`config.mk`:
```
export PLATFORM = sky130hd
export DESIGN_NAME = i2c_status_regs
export DESIGN_NICKNAME = d
export VERILOG_FILES = /design/src/rtl/i2c_sr_pkg.sv /design/src/rtl/i2c_sr_dec.sv /design/src/rtl/i2c_sr_flags.sv /design/src/rtl/i2c_sr_lines.sv /design/src/rtl/i2c_status_regs.sv
export SDC_FILE = /design/constraint.sdc
export NUM_CORES = 1
export LEC_CHECK = 0
export ABC_AREA = 1
export CORE_UTILIZATION = 58
export DETAILED_ROUTE_END_ITERATION = 10
export DONT_BUFFER_PORTS = 1
export PLACE_DENSITY = 0.76
export SYNTH_ARGS = -nofsm -noshare
export SYNTH_HDL_FRONTEND = slang
export SYNTH_HIERARCHICAL = 1
export SYNTH_SLANG_ARGS = --single-unit
export TNS_END_PERCENT = 20
```
`constraint.sdc`:
```
create_clock -name clk_i -period 1.4 [get_ports clk_i]
set_input_delay 0 -clock clk_i [delete_from_list [all_inputs] [get_ports clk_i]]
set_output_delay 0 -clock clk_i [all_outputs]
set_load 0.005 [all_outputs]
```
`src/rtl/i2c_sr_pkg.sv`:
```
package i2c_sr_pkg;
  localparam int NFLAG = 9;
  localparam int NLINE = 2;  // [1]=SCL, [0]=SDA
  localparam logic [31:0] MODE_WMASK = 32'hFFFF_FC0F;
  localparam int DIAG_BIT = 2;

  localparam logic [3:0] W_MODE  = 4'd2;
  localparam logic [3:0] W_MASK  = 4'd4;
  localparam logic [3:0] W_MOR   = 4'd5;
  localparam logic [3:0] W_MAND  = 4'd6;
  localparam logic [3:0] W_STAT  = 4'd7;
  localparam logic [3:0] W_ESTAT = 4'd8;
  localparam logic [3:0] W_RESID = 4'd9;
  localparam logic [3:0] W_PBUSY = 4'd10;
  localparam logic [3:0] W_SCLLO = 4'd11;
  localparam logic [3:0] W_SDAHI = 4'd12;
  localparam logic [3:0] W_SDALO = 4'd13;

  typedef struct packed {
    logic mode;
    logic mask;
    logic mor;
    logic mand;
    logic eng_rst;
    logic err_rst;
    logic scl_rel;
    logic pbusy;
    logic scl_low;
    logic sda_rel;
    logic sda_low;
  } wstb_t;
endpackage

```
`src/rtl/i2c_sr_dec.sv`:
```
module i2c_sr_dec
  import i2c_sr_pkg::*;
#(
  parameter int ADDR_W = 6
) (
  input  logic              req_i,
  input  logic              we_i,
  input  logic [ADDR_W-1:0] addr_i,
  output wstb_t             wstb_o,
  output logic              rd_o,
  output logic [3:0]        rsel_o
);
  localparam int IDX_LSB = 2;
  localparam int IDX_W   = 4;

  logic hit;
  logic wr;

  generate
    if (ADDR_W > IDX_LSB + IDX_W) begin : g_hi
      assign hit = (addr_i[ADDR_W-1:IDX_LSB+IDX_W] == '0) && (addr_i[1:0] == 2'b00);
    end else begin : g_nohi
      assign hit = (addr_i[1:0] == 2'b00);
    end
  endgenerate

  assign rsel_o = addr_i[IDX_LSB+IDX_W-1:IDX_LSB];
  assign wr     = req_i & we_i & hit;
  assign rd_o   = req_i & ~we_i;

  always_comb begin
    wstb_o         = '0;
    wstb_o.mode    = wr && rsel_o == W_MODE;
    wstb_o.mask    = wr && rsel_o == W_MASK;
    wstb_o.mor     = wr && rsel_o == W_MOR;
    wstb_o.mand    = wr && rsel_o == W_MAND;
    wstb_o.eng_rst = wr && rsel_o == W_STAT;
    wstb_o.err_rst = wr && rsel_o == W_ESTAT;
    wstb_o.scl_rel = wr && rsel_o == W_RESID;
    wstb_o.pbusy   = wr && rsel_o == W_PBUSY;
    wstb_o.scl_low = wr && rsel_o == W_SCLLO;
    wstb_o.sda_rel = wr && rsel_o == W_SDAHI;
    wstb_o.sda_low = wr && rsel_o == W_SDALO;
  end
endmodule

```
`src/rtl/i2c_sr_flags.sv`:
```
module i2c_sr_flags
  import i2c_sr_pkg::*;
(
  input  logic             clk_i,
  input  logic             rst_ni,
  input  logic [NFLAG-1:0] ev_i,
  input  logic             clr_i,
  input  logic             eng_rst_i,
  input  logic             pb_set_i,
  input  logic             pb_clr_i,
  output logic [NFLAG-1:0] flags_o,
  output logic             pbusy_o
);
  logic [NFLAG-1:0] flags_q;
  logic             pbusy_q;

  always_ff @(posedge clk_i or negedge rst_ni) begin
    if (!rst_ni) begin
      flags_q <= '0;
      pbusy_q <= 1'b0;
    end else if (eng_rst_i) begin
      flags_q <= '0;
      pbusy_q <= 1'b0;
    end else begin
      // a new event beats a same-cycle clear
      flags_q <= (clr_i ? '0 : flags_q) | ev_i;
      if (pb_set_i)      pbusy_q <= 1'b1;
      else if (pb_clr_i) pbusy_q <= 1'b0;
    end
  end

  assign flags_o = flags_q;
  assign pbusy_o = pbusy_q;

  assert_sticky_R2: assert property (@(posedge clk_i) disable iff (!rst_ni)
    !clr_i && !eng_rst_i |=> (flags_q & $past(flags_q)) == $past(flags_q));

  assert_clear_R3: assert property (@(posedge clk_i) disable iff (!rst_ni)
    clr_i && ev_i == '0 |=> flags_q == '0);

  assert_eng_clear_R4: assert property (@(posedge clk_i) disable iff (!rst_ni)
    eng_rst_i |=> flags_q == '0 && !pbusy_q);

  assert_pbusy_set_R12: assert property (@(posedge clk_i) disable iff (!rst_ni)
    pb_set_i && !eng_rst_i |=> pbusy_q);
endmodule

```
`src/rtl/i2c_sr_lines.sv`:
```
module i2c_sr_lines
  import i2c_sr_pkg::*;
(
  input  logic             clk_i,
  input  logic             rst_ni,
  input  logic             diag_i,
  input  logic             eng_rst_i,
  input  logic [NLINE-1:0] low_wr_i,
  input  logic [NLINE-1:0] rel_wr_i,
  input  logic [NLINE-1:0] eng_low_i,
  output logic [NLINE-1:0] low_o
);
  logic [NLINE-1:0] ovr_q;

  for (genvar g = 0; g < NLINE; g++) begin : g_line
    always_ff @(posedge clk_i or negedge rst_ni) begin
      if (!rst_ni)                 ovr_q[g] <= 1'b0;
      else if (eng_rst_i || !diag_i) ovr_q[g] <= 1'b0;
      else if (low_wr_i[g])        ovr_q[g] <= 1'b1;
      else if (rel_wr_i[g])        ovr_q[g] <= 1'b0;
    end

    assign low_o[g] = diag_i ? ovr_q[g] : eng_low_i[g];

    assert_release_R11: assert property (@(posedge clk_i) disable iff (!rst_ni)
      !diag_i |=> !ovr_q[g]);

    assert_latch_R10: assert property (@(posedge clk_i) disable iff (!rst_ni)
      diag_i && !eng_rst_i && low_wr_i[g] |=> ovr_q[g]);
  end
endmodule

```
`src/rtl/i2c_status_regs.sv`:
```
module i2c_status_regs
  import i2c_sr_pkg::*;
#(
  parameter int ADDR_W     = 6,
  parameter int NUM_PORTS  = 4,
  parameter int FIFO_DEPTH = 8,
  parameter int VERSION    = 1
) (
  input  logic              clk_i,
  input  logic              rst_ni,
  input  logic              req_i,
  input  logic              we_i,
  input  logic [ADDR_W-1:0] addr_i,
  input  logic [31:0]       wdata_i,
  output logic              rvalid_o,
  output logic [31:0]       rdata_o,
  input  logic [8:0]        ev_i,
  input  logic              self_busy_i,
  input  logic              pbusy_set_i,
  input  logic [7:0]        fifo_cnt_i,
  input  logic [15:0]       resid_i,
  input  logic              scl_i,
  input  logic              sda_i,
  input  logic              eng_scl_low_i,
  input  logic              eng_sda_low_i,
  output logic [31:0]       mode_o,
  output logic              irq_o,
  output logic              eng_rst_o,
  output logic              err_rst_o,
  output logic              scl_low_o,
  output logic              sda_low_o
);
  localparam logic [6:0] MAXP   = 7'(NUM_PORTS - 1);
  localparam logic [7:0] FDEPTH = 8'(FIFO_DEPTH);
  localparam logic [4:0] VER    = 5'(VERSION);

  wstb_t            wstb;
  logic             rd;
  logic [3:0]       rsel;
  logic [NFLAG-1:0] flags;
  logic             pbusy;
  logic [31:0]      mode_q;
  logic [10:0]      mask_q;   // bits 15:5
  logic [10:0]      cond;
  logic [31:0]      stat_w, estat_w, rmux;
  logic [1:0]       line_low;

  i2c_sr_dec #(.ADDR_W(ADDR_W)) u_dec (
    .req_i (req_i), .we_i (we_i), .addr_i (addr_i),
    .wstb_o(wstb), .rd_o (rd), .rsel_o (rsel)
  );

  i2c_sr_flags u_flags (
    .clk_i    (clk_i),
    .rst_ni   (rst_ni),
    .ev_i     (ev_i),
    .clr_i    (wstb.err_rst),
    .eng_rst_i(wstb.eng_rst),
    .pb_set_i (pbusy_set_i),
    .pb_clr_i (wstb.pbusy & wdata_i[31]),
    .flags_o  (flags),
    .pbusy_o  (pbusy)
  );

  i2c_sr_lines u_lines (
    .clk_i    (clk_i),
    .rst_ni   (rst_ni),
    .diag_i   (mode_q[DIAG_BIT]),
    .eng_rst_i(wstb.eng_rst),
    .low_wr_i ({wstb.scl_low, wstb.sda_low}),
    .rel_wr_i ({wstb.scl_rel, wstb.sda_rel}),
    .eng_low_i({eng_scl_low_i, eng_sda_low_i}),
    .low_o    (line_low)
  );

  assign scl_low_o = line_low[1];
  assign sda_low_o = line_low[0];

  always_ff @(posedge clk_i or negedge rst_ni) begin
    if (!rst_ni) begin
      mode_q    <= '0;
      mask_q    <= '0;
      eng_rst_o <= 1'b0;
      err_rst_o <= 1'b0;
    end else begin
      eng_rst_o <= wstb.eng_rst;
      err_rst_o <= wstb.err_rst;
      if (wstb.eng_rst) begin
        mode_q <= '0;
        mask_q <= '0;
      end else begin
        if (wstb.mode) mode_q <= wdata_i & MODE_WMASK;
        if (wstb.mask)      mask_q <= wdata_i[15:5];
        else if (wstb.mor)  mask_q <= mask_q | wdata_i[15:5];
        else if (wstb.mand) mask_q <= mask_q & wdata_i[15:5];
      end
    end
  end

  assign cond    = {flags, self_busy_i, ~self_busy_i};
  assign irq_o   = |(cond & mask_q);
  assign mode_o  = mode_q;

  assign stat_w  = {flags, MAXP, |flags, 3'b000, scl_i, sda_i, pbusy, self_busy_i, fifo_cnt_i};
  assign estat_w = {FDEPTH, 8'h00, scl_i, sda_i, 2'b00, scl_low_o, sda_low_o, 2'b00,
                    pbusy, self_busy_i, 1'b0, VER};

  always_comb begin
    case (rsel)
      W_MODE:  rmux = mode_q;
      W_MASK:  rmux = {16'h0, mask_q, 5'h0};
      W_MOR:   rmux = {16'h0, cond, 5'h0};
      W_MAND:  rmux = {16'h0, cond & mask_q, 5'h0};
      W_STAT:  rmux = stat_w;
      W_ESTAT: rmux = estat_w;
      W_RESID: rmux = {16'h0, resid_i};
      W_PBUSY: rmux = {pbusy, 31'h0};
      default: rmux = '0;
    endcase
  end

  always_ff @(posedge clk_i or negedge rst_ni) begin
    if (!rst_ni) begin
      rvalid_o <= 1'b0;
      rdata_o  <= '0;
    end else begin
      rvalid_o <= rd;
      if (rd) rdata_o <= rmux;
    end
  end

  assert_eng_mode_R4: assert property (@(posedge clk_i) disable iff (!rst_ni)
    eng_rst_o |-> mode_q == '0 && mask_q == '0);

  assert_err_keeps_mode_R3: assert property (@(posedge clk_i) disable iff (!rst_ni)
    err_rst_o |-> $stable(mode_q));

  assert_mode_mask_R5: assert property (@(posedge clk_i) disable iff (!rst_ni)
    (mode_q & ~MODE_WMASK) == '0);
endmodule

```
==> metrics.yaml, run 1 <==
hold_buffers: 76
antenna_found_initial: 0
post-place-ws_ps: 99.5
layout-drive-gt1-share_pct: 10.4
use_met1_pct: 42.2
setup_ws_ps: 50.3
final_common_cell: "nand2_1"
yosys_warnings: 6
cp_num_cells: 7
r2r_end: "u_flags/pbusy_o"
pin_count: 151
hp-class: "input pin to asynchronous set/reset pin"
final_cell_mix: "nand2_1 (209), inv_1 (87), dfrtp_1 (84), dlygate4sd3_1 (76), o21ai_0 (58)"
status: "complete, but fails checks"
critPathRequiredTime_ps: 1650
ys_top_cells_by_area: "dfrtp_1 (45%), nand2_1 (17%), inv_1 (7.1%)"
dieArea_um2: 8410
syn_inst: 641
p_leak_nw: 2.88
dpl_cell_area_um2: 4730
avgSynthCellArea_um2: 7.28
post-cts-setup-buffers: 0
synth_top_area_share_pct: 45.1
power-per-cell-area_nw_per_um2: 1020
syn_area_um2: 4660
r2r-start: "u_flags/pbusy_o"
grt_max_degree: 85
syn2layout_area_growth_pct: 21.8
tns_ps: 0
critPathCaptureType: "flip-flop"
maxSlewViolCount: 0
gp_congestion: 0.908
setup_viol: 0
grt_util_met3_pct: 8.37
cp_slowest_stage_delay_ps: 570
htree_levels: 3
grt_pass1_vias: 4559
clk_latency_ps: 360
ys_ff_latch: 84
grt-ovfl-total: 0
multi_input_area_um2: 2020
nFillCells: 624
fp.coreArea_um2: 7770
post-route-util_pct: 73.2
grt_util_met2_pct: 58.7
cp-startpoint: "addr_i[3]"
firstDrtPassIters: 5
yosysSeqAreaShare_pct: 45.1
worstPathCellList: "dlygate4sd3_1 -> nand2_1 -> inv_1 -> nand2_1 -> nor2_2 -> a21oi_2 -> dlygate4sd3_1"
cts_made_buffers: 9
drc: 0
grt_busiest_layer: "met2"
whs_ps: -678
cp_slowest_cell: "dlygate4sd3_1"
ant_nets: 0
r2r_setup_slack_ps: 120
cp.arrival_ps: 1600
maxCapViolCount: 0
hpwlAfterDp_um: 9410
critPathKind: "input pin to flip-flop"
critPathTopFamily: "buffers and inverters"
fin_skew_ps: 11.2
cts_tree: "built"
seqCellArea_um2: 2100
grt_first_pass_wirelength_um: 22800
cts_sinks: 84
via_per_inst: 5.57
fin_crit_sh_pct: 96.4
instances_no_fill: 822
fin_crit_ps: 1350
cp-start-kind: "input pin"
dp_cells: 730
clockRootBuffer: "clkbuf_8"
fp.dieH_um: 91.7
die_w_um: 91.7
clockBufferDepth: 2
reg2reg_depth: 3
fin_area_um2: 5680
p_total_mw: 5.79
cp_max_fo: 10
fin_nets: 796
clk_pin_slew_worst_paths_ps: 90
rsz0062_at_grt: "yes"
violations: "hold timing"
fmax_mhz: 741
hold_viol_final: 84
num_vias: 4579
wirelength_um: 14000
drt_iter0_drc: 254
crit_buf_inv: 3
diodes: 0
initial_core_util_pct: 60.1
portBuffers: 0
synthDistinctLibCells: 28
num_rows: 32
detail_route.wl_per_cell_um: 17.0
yosysTopAreaCell: "dfrtp_1"
peakVddDrop_uv: 607
grt_use_total_pct: 35.6
[state kept, by name (all words and copies together) (netlist names)]
register / cells
u_lines/ovr_q: 2
u_flags/flags_o: 9
rdata_o: 32
err_rst_o: 1
u_flags/pbusy_o: 1
mode_o: 26
eng_rst_o: 1
mask_q: 11
rvalid_o: 1
[layout make-up]
class,count,share of cell area [%]
Clock buffer,11,2.49
Sequential cell,84,37.0
Multi-Input combinational cell,432,35.6
Timing Repair Buffer,94,15.8
Clock inverter,5,0.616
Tap cell,102,2.25
Inverter,94,6.32
[report_power, final]
| group | leakage, nW | internal, mW | total (mW) | switching [mW] |
|---|---|---|---|---|
| combinational | 1.80 | 0.439 | 1.03 | 0.589 |
| clock | 0.0897 | 0.698 | 1.61 | 0.913 |
| sequential | 0.989 | 2.79 | 3.15 | 0.366 |
[worst max path at each step]
| stage | to | slack, ps |
|---|---|---|
| after floorplan | mode_o[27] | 80 |
| after CTS | sda_low_o | 20 |
| after detailed placement | mode_o[2] | 100 |
| after global placement | mask_q[2] | 160 |
| after global routing | irq_o | -60 |
| final | u_flags/pbusy_o | 50 |
[what timing repair did]
item / 4_1_cts / 5_1_grt
setup endpoints to repair: 0 / 42
gates resized for setup: 0 / 5
hold endpoints to repair: 152 / 84
[cells by family (layout without fill, tap and decap cells)]
kind of cell / after synthesis / after routing / synth area share [%]
AOI/OAI and AO/OA: 109 / 109 / 14.0
buffers and inverters: 130 / 204 / 12.3
DFF: 84 / 84 / 45.1
other: 1 / 6 / 0.0804
and+or+nand+nor: 317 / 317 / 28.5
[cells in the mapped netlist]
library cell and number:
nand2_1 209, inv_1 88, dfrtp_1 84, o21ai_0 59, nand3_1 44, nor2_1 35
o211ai_1 16, nor2_2 14, clkbuf_1 13, buf_4 12, o22ai_1 11, a21oi_2 10
buf_2 7, o31ai_1 5, buf_6 4, inv_2 4, nand2_2 4, o21ai_1 4
a21oi_1 3, nand4_1 3, nor2_4 3, nor3_1 2, or2_2 2, a22o_1 1
clkinv_1 1, conb_1 1, inv_4 1, nand3b_1 1
[layer usage]
metal	up-vias	wire, µm	share of wire [%]
met3	57	1140	8.1
met1	2135	5360	38
met4	0	747	5.3
met2	233	6760	48
li1	2154	-	-
met5	-	0	0
Note: power is estimated with default switching activity, not from simulation.
==> run 2, diff against run 1 <==
CORE_ASPECT_RATIO = 0.8   (was default)
PLACE_DENSITY = 0.74   (was 0.76)
==> metrics.yaml, run 2 (synthesis results as in run 1) <==
status: "complete, but fails checks"  # unchanged
violations: "hold timing"  # unchanged
top_register: "rdata_o"  # unchanged
fin_crit_sh_pct: 97.2  # was 96.4%
pin_count: 151  # unchanged
critPathKind: "input pin to flip-flop"  # unchanged
cts_sinks: 84  # unchanged
peakVddDrop_uv: 665  # was 607 µV
hold_buffers: 73  # was 76
grt_pass1_vias: 4479  # was 4559
switching_share_pct: 33.3  # was 32.2%
grt_max_degree: 85  # unchanged
clockBufferDepth: 2  # unchanged
num_rows: 28  # was 32
maxCapViolCount: 0  # unchanged
clk_latency_ps: 360  # about the same
cts_tree: "built"  # unchanged
clk_pin_slew_worst_paths_ps: 90  # about the same
drc: 0  # unchanged
fp.coreArea_um2: 7600  # was 7770 µm²
grt_use_total_pct: 37.1  # was 35.6%
fin_skew_ps: 7.94  # was 11.2 ps
worst_pin_slew_ps: 501
p_int_mw: 3.93  # was 3.92 mW
cp_max_fo: 9  # was 10
grt-ovfl-total: 0  # unchanged
p_sw_mw: 1.96  # was 1.87 mW
fmax_mhz: 735  # was 741 MHz
ant_nets: 0  # unchanged
seqCellArea_um2: 2100  # unchanged
critPathRequiredTime_ps: 1680  # was 1650 ps
dieArea_um2: 8410  # about the same
p_total_mw: 5.89  # was 5.79 mW
detail_route.wl_per_cell_um: 18.1  # was 17.0 µm
cts_made_buffers: 9  # unchanged
drt_iter0_drc: 376  # was 254
hold_viol_final: 84  # unchanged
final_common_cell: "nand2_1"  # unchanged
comb_power_share_pct: 18.0  # was 17.8%
final_cell_mix: "nand2_1 (209), inv_1 (87), dfrtp_1 (84), dlygate4sd3_1 (73), o21ai_0 (57)"  # was nand2_1 (209), inv_1 (87), dfrtp_1 (84), dlygate4sd3_1 (76), o21ai_0 (58)
fp.dieH_um: 82.2  # was 91.7 µm
dpl_cell_area_um2: 4750  # was 4730 µm²
fin_area_um2: 5680  # about the same
via_per_inst: 5.66  # was 5.57
multi_input_area_um2: 2020  # unchanged
p_leak_nw: 2.87  # was 2.88 nW
cp-start-kind: "input pin"  # unchanged
gp_congestion: 0.943  # was 0.908
slew-limit-headroom_pct: 66.5
layout-drive-gt1-share_pct: 10.6  # was 10.4%
num_vias: 4666  # was 4579
cp.arrival_ps: 1640  # was 1600 ps
nFillCells: 597  # was 624
initial_core_util_pct: 61.4  # was 60.1%
firstDrtPassIters: 5  # unchanged
syn2layout_area_growth_pct: 21.8  # about the same
fin_nets: 795  # was 796
hpwlAfterDp_um: 9770  # was 9410 µm
power_frac_clock_pct: 28.3  # was 27.8%
htree_levels: 3  # unchanged
setup_viol: 0  # unchanged
antenna_found_initial: 0  # unchanged
fin_crit_ps: 1360  # was 1350 ps
setup_ws_ps: 38.6  # was 50.3 ps
post-cts-setup-buffers: 0  # unchanged
whs_ps: -676  # was -678 ps
wirelength_um: 14900  # was 14000 µm
critPathCaptureType: "flip-flop"  # unchanged
p_seq_share_pct: 53.7  # was 54.4%
hp-class: "input pin to asynchronous set/reset pin"  # unchanged
clockRootBuffer: "clkbuf_8"  # unchanged
diodes: 0  # unchanged
grt_first_pass_wirelength_um: 23000  # was 22800 µm
largest_reg_flops: 32  # unchanged
die_w_um: 102  # was 91.7 µm
maxSlewViolCount: 0  # unchanged
power-per-cell-area_nw_per_um2: 1040  # was 1020 nW/µm²
portBuffers: 0  # unchanged
post-place-ws_ps: 117  # was 99.5 ps
==> run 2: cell types whose count changed in the layout (fill, tap and decap cells not counted), moves of 2 or more <==
| cell | delta |
|---|---|
| buf_4 | +2 |
| clkinvlp_4 | +3 |
| nor2_4 | +2 |
| clkinv_2 | -2 |
| nor2_2 | -2 |
| dlygate4sd3_1 | -3 |
==> run 2: final timing paths <==
| path | from | end | slack (ps) | depth (start not counted) |
|---|---|---|---|---|
| max | addr_i[3] | u_lines/ovr_q[0] | 40 | 7 |
| max reg2reg | mode_o[13] | rdata_o[13] | 140 | 6 |
| min reg2reg | rdata_o[4] | rdata_o[4] | 520 | 2 |
| min | rst_ni | mode_o[15] | -680 | 0 |
| min in group clk_i | scl_i | rdata_o[15] | 10 | 6 |
| max in group asynchronous | rst_ni | u_lines/ovr_q[0] | 1890 | 0 |
==> run 2: cell type report <==
type,count,share of cell area (%)
Clock inverter,6,0.837
Timing Repair Buffer,93,15.5
Clock buffer,10,2.42
Inverter,94,6.32
Tap cell,105,2.31
Multi-Input combinational cell,432,35.6
Sequential cell,84,37.0
==> run 2: power by group through the flow <==
stage / Clock (mW) / Sequential, mW / Combinational (mW)
floorplan: 0 / 3.07 / 0.663
global placement: 0 / 3.19 / 0.812
detailed placement: 0 / 3.20 / 0.843
CTS: 1.67 / 3.15 / 1.01
global route: 1.77 / 3.21 / 1.19
finish: 1.67 / 3.17 / 1.06
==> run 2: critical path, stage by stage <==
cell and delay, ps:
dlygate4sd3_1 580, nor2_2 150, dlygate4sd3_1 580, nand2_1 70, nor2_2 80, inv_1 40, a21oi_1 140
==> run 2: layer usage <==
metal / GRT usage, % / vias to the layer above / routed length [µm]
met2: 59.6 / 275 / 6890
met4: 11.6 / 0 / 286
li1: - / 2140 / -
met3: 10.4 / 25 / 1760
met1: 49.2 / 2226 / 5980
met5: 0 / - / 0
==> run 2: timing repair <==
item / in CTS / in global routing
gates resized for setup: 0 / 6
hold endpoints to repair: 151 / 84
endpoints found under the setup margin: 0 / 33
==> run 2: through the flow <==
| step | cells | TNS (ps) | hold WS (ps) | util (%) |
|---|---|---|---|---|
| 2_1_floorplan | 646 | 0 | -296 | - |
| 3_3_place_gp | 735 | 0 | -293 | 62.5 |
| 3_5_place_dp | 735 | 0 | -294 | 62.5 |
| 4_1_cts | 824 | 0 | -684 | 74.5 |
| 5_1_grt | 824 | -0.655 | -690 | 74.7 |
| 6_report | 824 | 0 | -676 | 74.7 |
